## src/rtl/dram_refresh_pkg.sv

```systemverilog
package dram_refresh_pkg;
  localparam int NUM_BANKS = 2;

  typedef enum logic [1:0] {
    ST_IDLE = 2'd0,
    ST_RAS  = 2'd1,
    ST_PRE  = 2'd2
  } ref_state_t;

  typedef struct packed {
    logic driveAddr;
    logic strobeRas;
    logic advanceRow;
  } ref_strobe_t;
endpackage

```

## src/rtl/refresh_ctrl.sv

```systemverilog
module refresh_ctrl
  import dram_refresh_pkg::*;
#(
  parameter int INTERVAL = 249,
  parameter int RAS_CLKS = 3,
  parameter int PRE_CLKS = 2
) (
  input  logic        clk,
  input  logic        rstN,
  input  logic        accIdle,
  output logic        refPending,
  output logic        refBusy,
  output logic        refDone,
  output ref_strobe_t strobe
);
  localparam int CNT_W  = (INTERVAL > 2) ? $clog2(INTERVAL) : 1;
  localparam int PH_MAX = (RAS_CLKS > PRE_CLKS) ? RAS_CLKS : PRE_CLKS;
  localparam int PH_W   = (PH_MAX > 1) ? $clog2(PH_MAX) + 1 : 1;
  localparam logic [CNT_W-1:0] CNT_LOAD = CNT_W'(INTERVAL - 1);
  localparam logic [PH_W-1:0]  RAS_LOAD = PH_W'(RAS_CLKS - 1);
  localparam logic [PH_W-1:0]  PRE_LOAD = PH_W'(PRE_CLKS - 1);

  ref_state_t       state;
  logic [CNT_W-1:0] ivlCnt;
  logic [PH_W-1:0]  phase;
  logic             pend;
  logic             expiry;
  logic             startRef;
  logic             lastPhase;

  assign expiry    = (ivlCnt == '0);
  assign startRef  = (state == ST_IDLE) && pend && accIdle;
  assign lastPhase = (phase == '0);

  always_ff @(posedge clk) begin
    if (!rstN) begin
      ivlCnt <= CNT_LOAD;
      pend   <= 1'b0;
    end else begin
      ivlCnt <= expiry ? CNT_LOAD : ivlCnt - 1'b1;
      if (expiry)        pend <= 1'b1;
      else if (startRef) pend <= 1'b0;
    end
  end

  always_ff @(posedge clk) begin
    if (!rstN) begin
      state <= ST_IDLE;
      phase <= '0;
    end else begin
      unique case (state)
        ST_IDLE: if (startRef) begin
          state <= ST_RAS;
          phase <= RAS_LOAD;
        end
        ST_RAS: if (lastPhase) begin
          state <= ST_PRE;
          phase <= PRE_LOAD;
        end else begin
          phase <= phase - 1'b1;
        end
        ST_PRE: if (lastPhase) begin
          state <= ST_IDLE;
        end else begin
          phase <= phase - 1'b1;
        end
        default: state <= ST_IDLE;
      endcase
    end
  end

  always_comb begin
    strobe.driveAddr  = (state != ST_IDLE);
    strobe.strobeRas  = (state == ST_RAS);
    strobe.advanceRow = (state == ST_PRE) && lastPhase;
  end

  assign refPending = pend;
  assign refBusy    = (state != ST_IDLE);
  assign refDone    = strobe.advanceRow;

  logic [PH_W-1:0] rasRun;
  always_ff @(posedge clk) begin
    if (!rstN)                rasRun <= '0;
    else if (state == ST_RAS) rasRun <= rasRun + 1'b1;
    else                      rasRun <= '0;
  end

  AST_START_WHEN_IDLE: assert property (@(posedge clk) disable iff (!rstN)
    (state == ST_RAS && $past(state) == ST_IDLE) |-> ($past(accIdle) && $past(pend)));
  AST_PEND_HELD: assert property (@(posedge clk) disable iff (!rstN)
    (pend && !refBusy && !accIdle) |=> pend);
  AST_RAS_WIDTH: assert property (@(posedge clk) disable iff (!rstN)
    (state == ST_RAS && lastPhase) |-> (rasRun == RAS_LOAD));
  AST_PRE_FOLLOWS: assert property (@(posedge clk) disable iff (!rstN)
    (state == ST_RAS && lastPhase) |=> (state == ST_PRE));
endmodule

```

## src/rtl/refresh_dp.sv

```systemverilog
module refresh_dp
  import dram_refresh_pkg::*;
#(
  parameter int ROW_W = 8
) (
  input  logic              clk,
  input  logic              rstN,
  input  ref_strobe_t       strobe,
  output logic [ROW_W-1:0]  refAddr,
  output logic              refAddrOeN,
  output logic              muxOeN,
  output logic [NUM_BANKS-1:0] rasN
);
  logic [ROW_W-1:0] rowCnt;

  always_ff @(posedge clk) begin
    if (!rstN)                  rowCnt <= '0;
    else if (strobe.advanceRow) rowCnt <= rowCnt + 1'b1;
  end

  assign refAddr    = rowCnt;
  assign refAddrOeN = ~strobe.driveAddr;
  assign muxOeN     = strobe.driveAddr;

  for (genvar b = 0; b < NUM_BANKS; b++) begin : g_bank
    assign rasN[b] = ~strobe.strobeRas;
  end

  AST_ROW_HOLD: assert property (@(posedge clk) disable iff (!rstN)
    !strobe.advanceRow |=> $stable(rowCnt));
  AST_ADDR_UNDER_RAS: assert property (@(posedge clk) disable iff (!rstN)
    (rasN != '1) |-> (!refAddrOeN && muxOeN));
endmodule

```

## src/rtl/dram_refresh_ctrl.sv

```systemverilog
module dram_refresh_ctrl
  import dram_refresh_pkg::*;
#(
  parameter int INTERVAL = 249,
  parameter int RAS_CLKS = 3,
  parameter int PRE_CLKS = 2,
  parameter int ROW_W    = 8
) (
  input  logic             clk,
  input  logic             rstN,
  input  logic             accIdle,
  output logic             refPending,
  output logic             refBusy,
  output logic             refDone,
  output logic             ras0N,
  output logic             ras1N,
  output logic             muxOeN,
  output logic             refAddrOeN,
  output logic [ROW_W-1:0] refAddr
);
  ref_strobe_t strobe;
  logic [NUM_BANKS-1:0] rasN;

  refresh_ctrl #(
    .INTERVAL(INTERVAL), .RAS_CLKS(RAS_CLKS), .PRE_CLKS(PRE_CLKS)
  ) u_ctrl (
    .clk(clk), .rstN(rstN), .accIdle(accIdle),
    .refPending(refPending), .refBusy(refBusy), .refDone(refDone),
    .strobe(strobe)
  );

  refresh_dp #(.ROW_W(ROW_W)) u_dp (
    .clk(clk), .rstN(rstN), .strobe(strobe),
    .refAddr(refAddr), .refAddrOeN(refAddrOeN), .muxOeN(muxOeN), .rasN(rasN)
  );

  assign ras0N = rasN[0];
  assign ras1N = rasN[1];

  AST_BANKS_TOGETHER: assert property (@(posedge clk) disable iff (!rstN)
    $fell(ras0N) |-> $fell(ras1N));
endmodule

```

## config.mk

```make
export PLATFORM = sky130hd
export DESIGN_NAME = dram_refresh_ctrl
export DESIGN_NICKNAME = d
export VERILOG_FILES = /design/src/rtl/dram_refresh_pkg.sv /design/src/rtl/refresh_ctrl.sv /design/src/rtl/refresh_dp.sv /design/src/rtl/dram_refresh_ctrl.sv
export SDC_FILE = /design/constraint.sdc
export NUM_CORES = 1
export LEC_CHECK = 0
export ABC_AREA = 1
export ABC_CLOCK_PERIOD_IN_PS = 1700
export BUFFER_PORTS_ARGS = -buffer_cell sky130_fd_sc_hd__buf_2
export CAP_MARGIN = 25
export CORE_ASPECT_RATIO = 0.9
export CORE_MARGIN = 8
export CORE_UTILIZATION = 35
export DETAILED_ROUTE_END_ITERATION = 6
export SLEW_MARGIN = 20
export SYNTH_ARGS = -nofsm -noshare
export SYNTH_HDL_FRONTEND = slang
export SYNTH_SLANG_ARGS = --single-unit
export TNS_END_PERCENT = 1
```

## constraint.sdc

```tcl
create_clock -name clk -period 1.7 [get_ports clk]
set_input_delay 0.425 -clock clk [delete_from_list [all_inputs] [get_ports clk]]
set_output_delay 0.425 -clock clk [all_outputs]
set_load 0.05 [all_outputs]
```

# Word-level counts from Yosys, hierarchy flattened
# Cells that the tools add are included.
classes:
  n_eq_ne: 6
  n_addsub: 3
  n_reduce_logical: 12
  n_bitwise: 3
  mux: 10
op_table:
  columns: ["operator", "count"]
  rows:
  - ["3-bit two-way mux", 3]
  - ["3-bit one-hot mux with 3 select lines", 1]
  - ["8-bit by 1-bit adder with 8-bit output (second input constant)", 1]
  - ["8-bit logical NOT", 1]
  - ["8-bit by 1-bit subtractor with 8-bit output (second input constant)", 1]
  - ["2-bit two-way mux", 3]
  - ["2-bit one-hot mux with 3 select lines", 1]
  - ["3-bit AND reduction", 2]
  - ["2-bit by 1-bit inequality test with 1-bit output (second input constant)", 2]
  - ["2-bit inequality test (second input constant)", 2]
  - ["2-bit nonzero test", 2]
  - ["1-bit logical AND", 3]
  - ["3-bit logical NOT", 1]
  - ["1-bit NOT", 3]
  - ["3-bit nonzero test", 1]
  - ["3-bit by 1-bit subtractor with 3-bit output (second input constant)", 1]
  - ["2-bit by 1-bit == test with 1-bit output (second input constant)", 1]
  - ["2-bit == test (second input constant)", 1]
  - ["2-bit logical NOT", 1]
  - ["1-bit two-way mux", 2]
  - ["2-bit OR reduction", 1]
totals:
  output_inout_bits: 15
  ff_bits: 22
  word_cells: 39

# Logic depth before layout (Yosys ltp)
depth:
  depth_word: 5
  ltp_mapped: 8
  depth_no_buf: 8

# By module
# From an unflattened synthesis, not the netlist that was laid out.
hier_totals:
  cells_unflattened: 175
  area_unflattened_um2: 1218.7
modules_own_cells:
  columns: ["mod", "instances", "cells_each", "area_each_um2"]
  rows:
  - ["refresh_ctrl", 1, 121, 838.3]
  - ["refresh_dp", 1, 54, 380.4]

# Worst setup path before layout
# No wires, ideal clock.
synth_path:
  kind: "register to output"
  from: "reg u_ctrl.state[0]"
  to: "out refBusy"
  required_time_ns: 1.275
  path_buffers: 1
  stages_incl_launch_ff: 5
  arrival_time_ns: 1.601
  path_slack_ns: -0.326
  cell_sequence: "dfxtp_1 -> inv_1 -> ha_1 -> inv_1 -> buf_4"
synth_via:
  elab_chain_len: 1
synth_lines:
  columns: ["element", "line_no", "text"]
  rows:
  - ["start: declaration", "refresh_ctrl.sv:23", "ref_state_t state;"]
  - ["start signal: assignment", "refresh_ctrl.sv:48", "state <= ST_IDLE;"]
  - ["start signal: assignment", "refresh_ctrl.sv:53", "state <= ST_RAS;"]
  - ["start signal: assignment", "refresh_ctrl.sv:57", "state <= ST_PRE;"]
  - ["2-bit nonzero test", null, null]
  - ["end: declaration", "dram_refresh_ctrl.sv:13", "output logic refBusy,"]
# Every way passes these cells.

# Worst setup path in the final report
layout_path:
  from: "reg u_ctrl.state[1]"
  to: "out muxOeN"
layout_via:
  elab_chain_len: 1
layout_lines:
  columns: ["element", "line_no", "text"]
  rows:
  - ["2-bit nonzero test", "refresh_ctrl.sv:73", "strobe.driveAddr = (state != ST_IDLE);"]
  - ["end: declaration", "dram_refresh_ctrl.sv:17", "output logic muxOeN,"]
# Every way passes these cells.

==> Implementation_results.wiki <==
{| class="wikitable"
! Metric !! Value
|-
| Run status || finished, final reports clean
|-
| Setup ws final || 0.0649 ns
|-
| Via count normalized by instance count || 4.34
|-
| Growth of design area from synthesis to finish || 20.1%
|-
| Critical path data required time || 1.27 ns
|-
| Number of design-rule violations left by the first detailed-router iteration || 52
|-
| CP Capture Type || output port
|-
| Antenna violations before repair || 0
|-
| Worst clock skew || 0.00399 ns
|-
| Pint || 909 uW
|-
| Cell breakdown of the critical path || inv_1 -> ha_4 -> clkinvlp_4 -> buf_2
|-
| Pin slew with the least headroom to its limit || 0.253 ns
|-
| Number of port buffers || 17
|-
| Wire length of the first global-routing pass || 3.75 mm
|-
| # clock sinks || 22
|-
| Total number of H-tree levels || 1
|-
| Post-detail-place hpwl || 1.74 mm
|-
| Number of nets in the final layout || 199
|-
| Row count || 20
|-
| Slowest cell on the critical path || sky130_fd_sc_hd__dfxtp_2
|-
| Net count after synthesis || 176
|-
| Type of the worst min-delay path || reg -> reg
|-
| Switching part of the total || 38.5%
|-
| Largest net degree at the start of global routing || 12
|-
| Die extent in y || 71.8 um
|-
| IR drop worst, VDD || 645 uV
|-
| DRT antenna net count || 0
|-
| Top cell type's share of synthesized area || 36.4%
|-
| Number of diodes added for antenna fixing || 0
|-
| Yosys warning count || 0
|-
| Critical Path Max Stage Delay || 0.36 ns
|-
| Residual overflow from global routing || 0
|-
| Biggest area consumer among synthesized cells || sky130_fd_sc_hd__dfxtp_1
|-
| Highest Clock Rate || 0.612 GHz
|-
| Switching pwr || 569 uW
|-
| Post-Place Cell Area || 1370 sq um
|-
| Final Cycle Share || 96.2%
|-
| Post-Synthesis Cell Area || 1210 sq um
|-
| Worst Hold Depth || 1
|-
| Clock tree from TritonCTS || done
|-
| Leakage Power || 0.670 nW
|-
| Die X-Extent || 77.9 um
|-
| Post-detailed-route wirelength per cell || 9.66 um
|-
| Total CTS buffers || 3
|-
| Initial Util || 36.0%
|-
| Floorplan Core Area || 3350 sq um
|-
| Rel. slew slack || 83.2%
|-
| Comb power frac || 39.2%
|-
| Unrepaired setup endpoints after global routing || false
|-
| Depth of the worst register-to-register path || 9
|-
| Crit Path Max Fanout || 4
|-
| Mean cell area of the mapped netlist || 7.42 sq um
|-
| Global-route usage over all layers || 8.06%
|-
| Placement Setup Slack || 0.137 ns
|-
| Data arrival at the endpoint of the critical path || 1.21 ns
|-
| Startpoint class of the critical path || register
|-
| Post-Synthesis Cells || 163
|-
| Min Tclk post-route || 1.64 ns
|-
| Power density cells || 1020 nW/um^2
|-
| Top cells by area in the synthesized netlist || sky130_fd_sc_hd__dfxtp_1 (36%), sky130_fd_sc_hd__nand2_1 (11%), sky130_fd_sc_hd__ha_1 (10%)
|-
| # IOs || 18
|-
| Critical path start-end classification || reg -> out
|-
| DRT Wirelength || 2.20 mm
|-
| Clk Tree Root Cell || sky130_fd_sc_hd__clkbuf_8
|-
| Proportion of synthesized chip area in sequential cells || 36.4%
|-
| Setup violation total in the final timing report || 0
|-
| Part of the total power dissipated in the clock network || 21.2%
|-
| Residual DRC count || 0
|-
| Number of buffers between clock root and the deepest sink || 2
|-
| Count of cell types in the netlist || 23
|-
| Final GP Congestion || 0.754
|-
| Setup tns final || 0 ns
|-
| Sequential share of power || 39.6%
|-
| Final standard cell area without fillers || 1450 sq um
|-
| Clock slew at the register clock pins of the worst setup and hold paths || 0.07 ns
|-
| 1st-pass router iterations || 4
|-
| Die outline area || 5590 sq um
|-
| Maxcap violations || 0
|-
| Insertion delay to the later sink of the worst-skew pair || 0.26 ns
|-
| Total via count after detailed routing || 989
|-
| Final hold vios || 0
|-
| Via count of the first global-routing pass || 850
|-
| Final number of max-transition violations || 0
|-
| Flip-flop and latch count after synthesis || 22
|-
| Ratio of cells with drive above 1 in the final layout || 27.7%
|}
[cells by family (layout without fill, tap and decap cells)]
group                      after synthesis  count (layout)  share of synthesized area, %
AOI/OAI and AO/OA                       20              20                          9.32
adders and majority gates               10              10                          10.4
buffers and inverters                   29              50                          9.63
xor gates and xnor gates                 3               3                          2.17
DFF                                     22              22                          36.4
and+or+nand+nor                         79              79                          32.1
[critical path: cells and delay by family, from the launching register on]
kind,cells,cell delay (ns)
flip-flops,1,0.36
buffers and inverters,3,0.41
adder cells (fa/ha/maj),1,0.19
[stage by stage]
stage / util, % / instances / hold slack [ns] / total power, mW
5_1_grt: 43.3 / 228 / 0.424 / 1.58
4_1_cts: 42.6 / 227 / 0.412 / 1.47
6_report: 43.3 / 228 / 0.409 / 1.48
2_1_floorplan: - / 163 / 0.393 / 1.05
3_3_place_gp: 40.7 / 224 / 0.403 / 1.13
3_5_place_dp: 40.7 / 224 / 0.401 / 1.13
[sequential cells by signal, summed over array words and instances (netlist names)]
register and cells:
u_ctrl.ivlCnt 8, u_dp.refAddr 8, u_ctrl.phase 3, u_ctrl.state 2
u_ctrl.refPending 1
[repair_timing]
action | in CTS | in global routing
endpoints found under the setup margin | 3 | 5
hold buffers | 0 | 0
resized for setup | 6 | 9
buffers inserted | 0 | 1
cloned | 0 | 0
[power groups by stage]
stage / sequential [mW] / combinational, mW / clock [mW]
floorplan: 0.595 / 0.460 / 0
global placement: 0.594 / 0.532 / 0
detailed placement: 0.595 / 0.532 / 0
CTS: 0.583 / 0.557 / 0.333
global route: 0.590 / 0.638 / 0.356
finish: 0.586 / 0.580 / 0.313
[synth_stat cells, drive strengths merged]
cell	count
nand4	1
o21a	1
nand2	38
o21bai	1
xor2	3
buf	2
inv	27
nor3	1
nor2	22
a21oi	10
o21ai	8
nand3	17
ha	10
dfxtp	22
[cell type report]
class                   instances  area, sq um
flip-flops and latches         22          444
multi-input cells             112          679
inverters                      27          105
clock buffers                   3         41.3
fillers                       358         1900
well taps                      44         55.1
repair buffers                 20          126
[final timing paths]
path	from	slack, ns	endpoint
setup reg to reg	u_ctrl.phase[0]$_SDFFE_PN0P_	0.34	u_ctrl.phase[1]$_SDFFE_PN0P_
setup / recovery	u_ctrl.state[1]$_SDFFE_PN0P_	0.06	muxOeN
hold reg to reg	u_ctrl.ivlCnt[0]$_SDFF_PP0_	0.41	u_ctrl.ivlCnt[0]$_SDFF_PP0_
hold / removal	u_ctrl.ivlCnt[0]$_SDFF_PP0_	0.41	u_ctrl.ivlCnt[0]$_SDFF_PP0_
[placed cells by master (no fill, tap or decap), drive strengths merged, types with 8 or more instances in the layout]
cell,instances
buf,20
ha,10
a21oi,10
o21ai,8
nand2,38
dfxtp,22
nor2,22
nand3,17
inv,26
[metal layers]
metal / part of all wire [%] / routed length (um) / up-vias / track usage (%)
met5: 0 / 0 / - / 0
li1: - / - / 551 / -
met2: 44 / 958 / 11 / 12.4
met3: 4.6 / 101 / 2 / 3.75
met4: 0.64 / 14 / 0 / 1.23
met1: 51 / 1130 / 425 / 10.2
Note: power is estimated with default switching activity, not from simulation.
